--- config.mk ---
export PLATFORM = sky130hd
export DESIGN_NAME = link_startup_ctrl
export DESIGN_NICKNAME = d
export VERILOG_FILES = /design/src/rtl/link_pkg.sv /design/src/rtl/lsc_run_cnt.sv /design/src/rtl/lsc_seq.sv /design/src/rtl/link_startup_ctrl.sv
export SDC_FILE = /design/constraint.sdc
export NUM_CORES = 1
export LEC_CHECK = 0
export BUFFER_PORTS_ARGS = -buffer_cell sky130_fd_sc_hd__buf_2
export CELL_PAD_IN_SITES_DETAIL_PLACEMENT = 1
export CELL_PAD_IN_SITES_GLOBAL_PLACEMENT = 1
export CORE_ASPECT_RATIO = 1.75
export CORE_UTILIZATION = 33
export CTS_CLUSTER_SIZE = 16
export DETAILED_ROUTE_END_ITERATION = 8
export HOLD_SLACK_MARGIN = 0.15
export PLACE_DENSITY = 0.64
export SKIP_LAST_GASP = 1
export SYNTH_ARGS = -nofsm -noshare
export SYNTH_HDL_FRONTEND = slang
export SYNTH_SLANG_ARGS = --single-unit
--- constraint.sdc ---
create_clock -name clk -period 1.8 [get_ports clk]
set_clock_uncertainty 0.05 [all_clocks]
set_input_delay 0.18 -clock clk [delete_from_list [all_inputs] [get_ports clk]]
set_output_delay 0.18 -clock clk [all_outputs]
set_load 0.01 [all_outputs]
--- src/rtl/link_pkg.sv ---
package link_pkg;
  localparam logic [1:0] FR_FILL0 = 2'b00;
  localparam logic [1:0] FR_FILL1 = 2'b01;
  localparam logic [1:0] FR_DATA  = 2'b10;
  localparam logic [1:0] FR_ERR   = 2'b11;

  typedef enum logic [2:0] {
    ST_WAIT = 3'd0,
    ST_ACQ  = 3'd1,
    ST_FDIS = 3'd2,
    ST_ACT  = 3'd3,
    ST_RDY  = 3'd4,
    ST_DATA = 3'd5
  } link_state_e;
endpackage

--- src/rtl/lsc_run_cnt.sv ---
// Counts consecutive strobed matches; pulses hit on the TARGET-th one.
module lsc_run_cnt #(
  parameter int TARGET = 8
) (
  input  logic clk,
  input  logic rst,
  input  logic clr,
  input  logic stb,
  input  logic match,
  output logic hit
);
  localparam int CW = $clog2(TARGET + 1);

  logic [CW-1:0] cnt;

  assign hit = stb && match && (cnt == CW'(TARGET - 1));

  always_ff @(posedge clk) begin
    if (rst || clr) begin
      cnt <= '0;
    end else if (stb) begin
      if (!match || hit) cnt <= '0;
      else               cnt <= cnt + 1'b1;
    end
  end

  // a run never counts past its target
  a_r3_run_bounded: assert property (@(posedge clk) disable iff (rst)
    cnt < CW'(TARGET));
endmodule

--- src/rtl/lsc_seq.sv ---
module lsc_seq
  import link_pkg::*;
(
  input  logic        clk,
  input  logic        rst,
  input  logic        tx_locked,
  input  logic        lock_hit,
  input  logic        ready_hit,
  input  logic        err_hit,
  output link_state_e state
);
  link_state_e nxt;

  always_comb begin
    nxt = state;
    if (state != ST_WAIT && !tx_locked) begin
      nxt = ST_WAIT;
    end else begin
      case (state)
        ST_WAIT: if (tx_locked) nxt = ST_ACQ;
        ST_ACQ:  if (lock_hit)  nxt = ST_FDIS;
        ST_FDIS: nxt = err_hit ? ST_WAIT : ST_ACT;
        ST_ACT:  nxt = err_hit ? ST_WAIT : ST_RDY;
        ST_RDY: begin
          if (err_hit)        nxt = ST_WAIT;
          else if (ready_hit) nxt = ST_DATA;
        end
        ST_DATA: if (err_hit) nxt = ST_WAIT;
        default: nxt = ST_WAIT;
      endcase
    end
  end

  always_ff @(posedge clk) begin
    if (rst) state <= ST_WAIT;
    else     state <= nxt;
  end

  // data state is entered only from the fill-1 state
  a_r5_data_from_ready: assert property (@(posedge clk) disable iff (rst)
    (state == ST_DATA && $past(state) != ST_DATA) |-> $past(state) == ST_RDY);
endmodule

--- src/rtl/link_startup_ctrl.sv ---
module link_startup_ctrl
  import link_pkg::*;
#(
  parameter int LOCK_FRAMES  = 8,
  parameter int READY_FRAMES = 4,
  parameter int ERR_FRAMES   = 4
) (
  input  logic       clk,
  input  logic       rst,
  input  logic       tx_locked,
  input  logic       frame_stb,
  input  logic       rx_valid,
  input  logic [1:0] rx_type,
  output logic       stat1,
  output logic       stat0,
  output logic       rx_enable,
  output logic       fd_disable,
  output logic       active,
  output logic [1:0] tx_sel,
  output logic       en_data
);
  link_state_e state;
  logic lock_hit, ready_hit, err_hit;
  logic fill_ok, fill1_ok, err_ok;

  assign fill_ok  = rx_valid && (rx_type == FR_FILL0 || rx_type == FR_FILL1);
  assign fill1_ok = rx_valid && (rx_type == FR_FILL1);
  assign err_ok   = rx_valid && (rx_type == FR_ERR);

  lsc_run_cnt #(.TARGET(LOCK_FRAMES)) u_lock_cnt (
    .clk(clk), .rst(rst), .clr(state != ST_ACQ),
    .stb(frame_stb), .match(fill_ok), .hit(lock_hit));

  lsc_run_cnt #(.TARGET(READY_FRAMES)) u_ready_cnt (
    .clk(clk), .rst(rst), .clr(state != ST_RDY),
    .stb(frame_stb), .match(fill1_ok), .hit(ready_hit));

  lsc_run_cnt #(.TARGET(ERR_FRAMES)) u_err_cnt (
    .clk(clk), .rst(rst), .clr(!stat1),
    .stb(frame_stb), .match(err_ok), .hit(err_hit));

  lsc_seq u_seq (
    .clk(clk), .rst(rst), .tx_locked(tx_locked),
    .lock_hit(lock_hit), .ready_hit(ready_hit), .err_hit(err_hit),
    .state(state));

  assign rx_enable  = (state != ST_WAIT);
  assign stat1      = (state == ST_FDIS) || (state == ST_ACT) ||
                      (state == ST_RDY)  || (state == ST_DATA);
  assign fd_disable = stat1;
  assign active     = (state == ST_ACT) || (state == ST_RDY) || (state == ST_DATA);
  assign stat0      = (state == ST_DATA);
  assign en_data    = (state == ST_DATA);
  assign tx_sel     = (state == ST_DATA) ? FR_DATA :
                      (state == ST_RDY)  ? FR_FILL1 : FR_FILL0;

  // receiver stays off after any cycle without transmitter lock
  a_r1_rx_off_without_lock: assert property (@(posedge clk) disable iff (rst)
    !tx_locked |=> !rx_enable);
  // idle status sends fill-0
  a_r2_fill0_when_idle: assert property (@(posedge clk) disable iff (rst)
    (!stat1 && !stat0) |-> tx_sel == 2'b00);
  // status bit 1 implies a running receiver
  a_r3_stat1_needs_rx: assert property (@(posedge clk) disable iff (rst)
    stat1 |-> rx_enable);
  // frequency detector off before active mode
  a_r4_fd_before_active: assert property (@(posedge clk) disable iff (rst)
    $rose(active) |-> $past(fd_disable));
  // fill-1 only after active mode was already set
  a_r4_active_before_fill1: assert property (@(posedge clk) disable iff (rst)
    (tx_sel == 2'b01 && $past(tx_sel) != 2'b01) |-> $past(active));
  // data select only with enable-data and both status bits
  a_r6_data_needs_both: assert property (@(posedge clk) disable iff (rst)
    (tx_sel == 2'b10) |-> (en_data && stat1 && stat0));
  // lock loss clears everything on the next clock
  a_r7_lock_loss_clears: assert property (@(posedge clk) disable iff (rst)
    (stat1 && !tx_locked) |=> (!stat1 && !stat0 && !active && !en_data));
endmodule

**Yosys cells after proc, flatten, opt, wreduce, memory -nomap -nowiden**

Index checks and enable logic that the tools add are counted.

- Register bits after elaboration: 13
- Bits of input ports: 7

- Add/sub/neg operators: 3
- Eq/ne operators: 16
- Muxes and demuxes: 13
- Reduce and logical (&&, ||, !) cells: 32

Operators with widths:

| kind | count |
|---|---|
| $mux W3 | 8 |
| $pmux W3 S6 | 1 |
| $eq A3 B2 Y1 const B | 4 |
| $logic_or A1 B1 Y1 | 12 |
| $logic_and A1 B1 Y1 | 10 |
| $add A3 B1 Y3 const B | 2 |
| $eq A3 B3 Y1 const B | 2 |
| $ne A3 B1 Y1 const B | 2 |
| $logic_not A1 Y1 | 5 |
| $add A4 B1 Y4 const B | 1 |
| $eq A4 B3 Y1 const B | 1 |
| $mux W2 | 2 |
| $mux W4 | 1 |
| $ne A2 B2 Y1 const B | 2 |
| $reduce_and A4 Y1 | 1 |
| $eq A3 B1 Y1 const B | 1 |
| $logic_not A3 Y1 | 1 |
| $ne A3 B3 Y1 const B | 1 |
| $reduce_bool A3 Y1 | 1 |
| $eq A2 B1 Y1 const B | 1 |
| $eq A2 B2 Y1 const B | 1 |
| $logic_not A2 Y1 | 1 |
| $ne A2 B1 Y1 const B | 1 |
| $reduce_or A2 Y1 | 1 |
| $mux W1 | 1 |

**Longest topological paths before layout**

Gate-level depths: netlist (run 1).

- Depth after elaboration: 7
- Depth in mapped cells: 6
- Mapped depth without buffers: 6

**Modules after synthesis**

From an unflattened synthesis (run 1), not the netlist that was laid out.

- Cell total of the unflattened synthesis: 93
- Area, all modules: 793.3 um2

Modules (own cells, without submodules):

| module | times used | cells an instance | area each (um2) |
|---|---|---|---|
| lsc_run_cnt (u_err_cnt ...) | 2 | 17 | 166.4 |
| lsc_run_cnt (u_lock_cnt) | 1 | 24 | 205.2 |
| lsc_seq | 1 | 17 | 142.6 |
| link_startup_ctrl | 1 | 18 | 112.6 |

**Least setup slack after synthesis (run 1)**

OpenSTA, ideal clock, no wires.

- Kind: register to register
- Start: register u_ready_cnt.cnt[0]
- End: register u_ready_cnt.cnt[0]
- Arrival time: 1.410 ns
- Required time: 1.658 ns
- Path slack: 0.249 ns
- Cell stages (with the launch flop): 6
- Period minus slack after synthesis: 1.551 ns
- Path through: dfxtp_1 ha_1 ha_1 or3_1 mux2_2 nor4_1

- Word-level cells in the longest chain between the ends: 4
- Elaborated cells on any way between the ends: 5

RTL lines:

| what | RTL line | source |
|---|---|---|
| start, declared | lsc_run_cnt.sv:14 | `logic [CW-1:0] cnt;` |
| start signal, assigned | lsc_run_cnt.sv:23 | `else cnt <= cnt + 1'b1;` |
| branches (longest 3 deep; another with $add A3 B1 Y3) | -- |  |
| $mux W3 * | lsc_run_cnt.sv:22 | `if (!match \|\| hit) cnt <= '0;` |

Every way passes the cells marked *.
A chain may end at the register's enable or synchronous reset.

**Final worst setup path (run 1)**

Ends and elaborated chain as after synthesis.

==> results.py, run 1 <==
metrics = {
    "sta": {
        "maxSlewHeadroom": 0.712,
        "timing.fmax_mhz": 598,
        "rsz0062_at_grt": "false",
        "final-setup-viol-count": 0,
        "fin_crit_sh": 0.929,
        "period_minus_slack_ps": 1670,
        "fin_setup_tns_ps": 0,
        "hold_violations": 0,
        "slew_viol_final": 0,
        "worstMarginPinSlew_ps": 425,
    },
    "global_route": {
        "grt_max_degree": 17,
        "grt_overflow": 0,
        "track_usage": 0.177,
        "grt_pass1_wl_mm": 3.29,
        "antenna_found_initial": 0,
        "met1_usage": 0.196,
        "met2_usage": 0.319,
        "grt_pass1_vias": 762,
        "use_met3": 0.0230,
        "busiest_layer": "met2",
    },
    "floorplanning": {
        "start_util": 0.348,
        "die_w_um": 39.3,
        "die-area_um2": 2640,
        "io-pin-count": 15,
        "fp.dieH_um": 67.2,
        "core_um2": 2300,
        "rows": 23,
    },
    "cts": {
        "cts_tree": "yes",
        "cts.root.buffer_cell": "clkbuf_8",
        "cts_sinks": 13,
        "clkSlewWorstSetupHoldPaths_ps": 60,
        "h-tree-depth": 1,
        "cts_inserted_buffers": 3,
        "insertion_delay_ps": 240,
        "clock_path_buffers": 2,
    },
    "synth": {
        "syn-instance-count": 96,
        "synth_top_area_share": 0.324,
        "synth_seq_cells": 13,
        "synth_compound_area_frac": 0.158,
        "async_flop_share": 0,
        "yosys.area_share.simple": 0.324,
        "synth_top_family_by_area": "simple AND/OR/NAND/NOR gates",
        "synth_xor_xnor_area_share": 0,
        "ys_dominant_reg_cell": "dfxtp_1",
        "synth_adder_area_share": 0.0780,
        "avgSynthCellArea_um2": 8.35,
        "synth_top_area_cell": "dfxtp_1",
        "synth.area.mux_share": 0.0265,
        "synth_edf_count": 0,
        "yosysWarnings": 0,
        "synth_cell_type_count": 38,
        "synth.area.top_cells": "dfxtp_1 (32%), ha_1 (7.8%), inv_1 (3.7%)",
        "netlist_area_um2": 802,
        "seq_area_frac_synth": 0.324,
        "syn_nets": 108,
    },
    "routing": {
        "postRouteAntennaNets": 0,
        "drtPass1Iterations": 4,
        "routed_wl_mm": 1.93,
        "drc_errors": 0,
        "viasPerCell": 5.40,
        "drt_iter0_drc": 14,
        "vias": 734,
        "wl_per_cell_um": 14.2,
    },
    "setup_path": {
        "cp_slowest_stage_delay_ps": 390,
        "start_kind": "flip-flop",
        "cp_max_fo": 3,
        "crit_arrival_ps": 1770,
        "crit_slowest_cell": "or3_1",
        "path_cells": "ha_1, ha_1, or3_1, mux2_2, nor4_2",
        "cp_common_cell": "ha_1",
        "crit_required_ps": 1900,
        "critPathCaptureType": "flip-flop",
        "critical_path_class": "reg2reg",
    },
    "final_layout": {
        "seq_area_um2": 260,
        "fillers": 305,
        "syn2layout_area_growth_pct": 16.7,
        "drive_gt1_frac": 0.207,
        "diodes": 0,
        "multi_input_area_um2": 477,
        "layout_commonest_cell": "buf_2",
        "final_nets": 124,
        "final_cell_mix": "buf_2 (14), dfxtp_1 (13), inv_1 (8), nor2_1 (6)",
    },
    "job": {
        "maxCapViolCount": 0,
    },
    "placed_design": {
        "placement.io_buffers": 14,
        "hpwlAfterDp_mm": 1.54,
        "gp_congestion": 0.709,
    },
    "power_and_ir_drop": {
        "power.leakage_nw": 0.419,
        "vdd_drop_max_uv": 293,
        "power.density_nw_per_um2": 643,
        "power_uw": 602,
    },
    "worst_hold_path": {
        "min_path_type": "in2reg",
    },
    "outcome": {
        "status": "finished, final reports clean",
    },
}
-- cells by family after synthesis --
| group | count (synthesis) |
|---|---|
| AO/OA/AOI/OAI | 19 |
| adder cells (fa/ha/maj) | 5 |
| buffers and inverters | 14 |
| flip-flops | 13 |
| multiplexers | 2 |
| AND/OR/NAND/NOR | 43 |
-- worst max-delay path, delay by kind of cell (launching register included) --
kind          cells  cell delay (ps)
simple gates      2              530
fa+ha+maj         2              400
flops             1              320
mux               1              290
-- flip-flops by register name, indices dropped and copies added, names as in the netlist --
signal           flops
u_err_cnt.cnt        3
u_lock_cnt.cnt       4
u_ready_cnt.cnt      3
u_seq.state          3
-- final cells by class --
| type | count | area share |
|---|---|---|
| clock buffers | 4 | 0.0481 |
| flip-flops and latches | 13 | 0.278 |
| multi-input cells | 69 | 0.509 |
| inverters | 8 | 0.0321 |
| well taps | 25 | 0.0334 |
| repair buffers | 17 | 0.0989 |
-- cell usage after synthesis (all sizes together) (4+ instances only) --
master,number
nand2b,4
inv,8
dfxtp,13
ha,5
nand2,5
o22ai,4
a21oi,5
buf,4
nor2,6
and2,4
-- through the flow --
stage | instance area (um2) | hold slack, ps | setup slack (ps) | utilization | std cells
6_report | 936 | 165 | 127 | 0.407 | 136
5_1_grt | 936 | 174 | 30.5 | 0.407 | 136
4_1_cts | 930 | 172 | 51.3 | 0.404 | 136
3_5_place_dp | 885 | 427 | 61.7 | 0.384 | 132
3_3_place_gp | 885 | 404 | 217 | 0.384 | 132
2_1_floorplan | 802 | 206 | 249 | - | 96
-- per-layer routing --
metal	routed length [um]	up-vias	part of all wire
met2	1060	13	0.55
met3	67	2	0.035
li1	-	365	-
met5	0	-	0
met1	780	354	0.40
met4	20	0	0.010
-- power breakdown --
part / leakage, nW / internal, mW / total, mW / switching, mW
clock: 0.0228 / 0.156 / 0.257 / 0.100
sequential: 0.105 / 0.290 / 0.291 / 0.00125
combinational: 0.291 / 0.0218 / 0.0542 / 0.0324
total: 0.419 / 0.468 / 0.602 / 0.134
-- what timing repair did --
| item | 4_1_cts | 5_1_grt |
|---|---|---|
| setup buffers | 0 | 0 |
| hold buffers | 0 | 0 |
| setup endpoints to repair | 0 | 1 |
| gates resized for setup | 0 | 1 |
-- final timing paths --
path	start	to	slack (ps)	cells after the start
worst max-delay path	u_ready_cnt.cnt[0]	u_ready_cnt.cnt[0]	130	5
worst min-delay path	rst	u_ready_cnt.cnt[0]	160	2
worst max register to register	u_ready_cnt.cnt[0]	u_ready_cnt.cnt[0]	130	5
worst min register to register	u_lock_cnt.cnt[3]	u_lock_cnt.cnt[3]	450	2
No activity file was read; power rests on OpenSTA's default activity.
==> run 2, diff against run 1 <==
Settings changed: CORE_ASPECT_RATIO 1.75 to default, CORE_UTILIZATION 33 to 39, PLACE_DENSITY 0.64 to 0.74.
==> run 2 against run 1 <==
Effect of this change: via count shrank 1.6%; cell area shrank 1.3%; core utilization increased by 6.9 points; critical path depth did not move; clock-buffer cell count unchanged; final cell count increased by 2.2%; sequential cell count is the same; worst hold slack improved by 30 ps; die area is 15% lower; combinational power grew 2%; sequential power about the same; maximum frequency down 1.1%.
==> results.py, run 2 (synthesized netlist as in run 1, its figures left out) <==
metrics = {
    "sta": {
        "fin_setup_tns_ps": 0,
        "fin_crit_sh": 0.940,
        "worstMarginPinSlew_ps": 450,
        "slew_viol_final": 0,
        "whs_ps": 194,
        "final-setup-viol-count": 0,
        "hold_violations": 0,
        "maxSlewHeadroom": 0.696,
        "rsz0062_at_grt": "false",
        "timing.fmax_mhz": 591,
        "period_minus_slack_ps": 1690,
    },
    "outcome": {
        "status": "finished, final reports clean",
    },
    "power_and_ir_drop": {
        "p_switching_uw": 133,
        "intPower_uw": 398,
        "vdd_drop_max_uv": 304,
        "power_frac_seq": 0.547,
        "power.leakage_nw": 0.415,
        "power.density_nw_per_um2": 576,
        "switching_share": 0.251,
        "clkPwrFrac": 0.349,
        "power_frac_comb": 0.104,
    },
    "routing": {
        "wl_per_cell_um": 13.2,
        "viasPerCell": 5.19,
        "vias": 722,
        "drc_errors": 0,
        "drt_iter0_drc": 8,
        "drtPass1Iterations": 3,
        "routed_wl_mm": 1.83,
        "postRouteAntennaNets": 0,
    },
    "cts": {
        "cts-resized-gates": 0,
        "h-tree-depth": 1,
        "ctsHoldBuffers": 1,
        "cts_tree": "yes",
        "clkSlewWorstSetupHoldPaths_ps": 90,
        "cts_inserted_buffers": 3,
        "postCtsSetupBuffers": 0,
        "insertion_delay_ps": 280,
        "cts_sinks": 13,
        "clock_path_buffers": 2,
        "cts.root.buffer_cell": "clkbuf_4",
    },
    "floorplanning": {
        "start_util": 0.413,
        "die_w_um": 47.4,
        "rows": 16,
        "fp.dieH_um": 47.4,
        "core_um2": 1940,
        "die-area_um2": 2240,
        "io-pin-count": 15,
    },
    "setup_path": {
        "cp_max_fo": 3,
        "start_kind": "flip-flop",
        "critical_path_class": "reg2reg",
        "crit_start": "u_ready_cnt.cnt[0]",
        "r2r_start": "u_ready_cnt.cnt[0]",
        "critPathCaptureType": "flip-flop",
        "crit_arrival_ps": 1840,
        "crit_required_ps": 1940,
    },
    "global_route": {
        "track_usage": 0.192,
        "grt_max_degree": 17,
        "grt_pass1_vias": 681,
        "grt_overflow": 0,
        "antenna_found_initial": 0,
        "grt_pass1_wl_mm": 2.97,
    },
    "final_layout": {
        "finish.utilization": 0.476,
        "diodes": 0,
        "final_cell_mix": "buf_2 (14), dfxtp_1 (13), inv_1 (8), nor2_1 (6)",
        "syn2layout_area_growth_pct": 15.1,
        "final_nets": 125,
        "largest_reg_flops": 4,
        "layout_commonest_cell": "buf_2",
        "largest_register": "u_lock_cnt.cnt",
        "drive_gt1_frac": 0.196,
    },
    "worst_hold_path": {
        "hp-start": "tx_locked",
        "min_path_type": "in2reg",
    },
    "placed_design": {
        "hpwlAfterDp_mm": 1.41,
        "placement.io_buffers": 14,
        "gp_congestion": 0.749,
    },
    "job": {
        "maxCapViolCount": 0,
    },
}
-- run 2: changes by cell type in the layout (fill, tap and decap cells not counted), sizes merged --
cell | previous run | this run
dlygate4sd3 | 0 | 1
-- run 2: final timing paths --
kind	to	slack (ps)	cells after the start
max	u_ready_cnt.cnt[0]	110	5
max reg2reg	u_ready_cnt.cnt[0]	110	5
min reg2reg	u_lock_cnt.cnt[3]	460	2
min	u_seq.state[1]	190	3
-- run 2: final cells by class --
type / instances / area, um2
Fill cell: 258 / 1020
Multi-Input combinational cell: 69 / 470
Sequential cell: 13 / 260
Timing Repair Buffer: 18 / 103
Tap cell: 27 / 33.8
Inverter: 8 / 30.0
Clock buffer: 4 / 26.3
-- run 2: power groups by stage --
stage          Sequential, mW  Clock, mW  Combinational (mW)
3_3_place_gp            0.297          0              0.0524
3_5_place_dp            0.298          0              0.0537
6_report                0.291      0.186              0.0553
5_1_grt                 0.291      0.210              0.0617
4_1_cts                 0.291      0.195              0.0557
2_1_floorplan           0.297          0              0.0310
-- run 2: per-stage QoR --
step | area (um2) | power [mW] | worst slack, ps | cells
after floorplan | 802 | 0.328 | 249 | 96
after global placement | 887 | 0.350 | 217 | 134
after detailed placement | 887 | 0.351 | 125 | 134
after CTS | 923 | 0.542 | 105 | 139
after global routing | 923 | 0.563 | 17.7 | 139
final | 923 | 0.532 | 108 | 139
-- run 2: routing by layer --
metal	global-route usage	routed length [um]	up-vias
met4	0.0800	10	0
met2	0.301	918	7
li1	-	-	373
met5	0	0	-
met3	0.0538	43	2
met1	0.245	859	340
-- run 2: worst max-delay path, stage by stage, from the launching register on --
cell	delay [ps]
dfxtp_1	330
ha_1	200
ha_1	190
or3_1	400
mux2_2	290
nor4_1	150
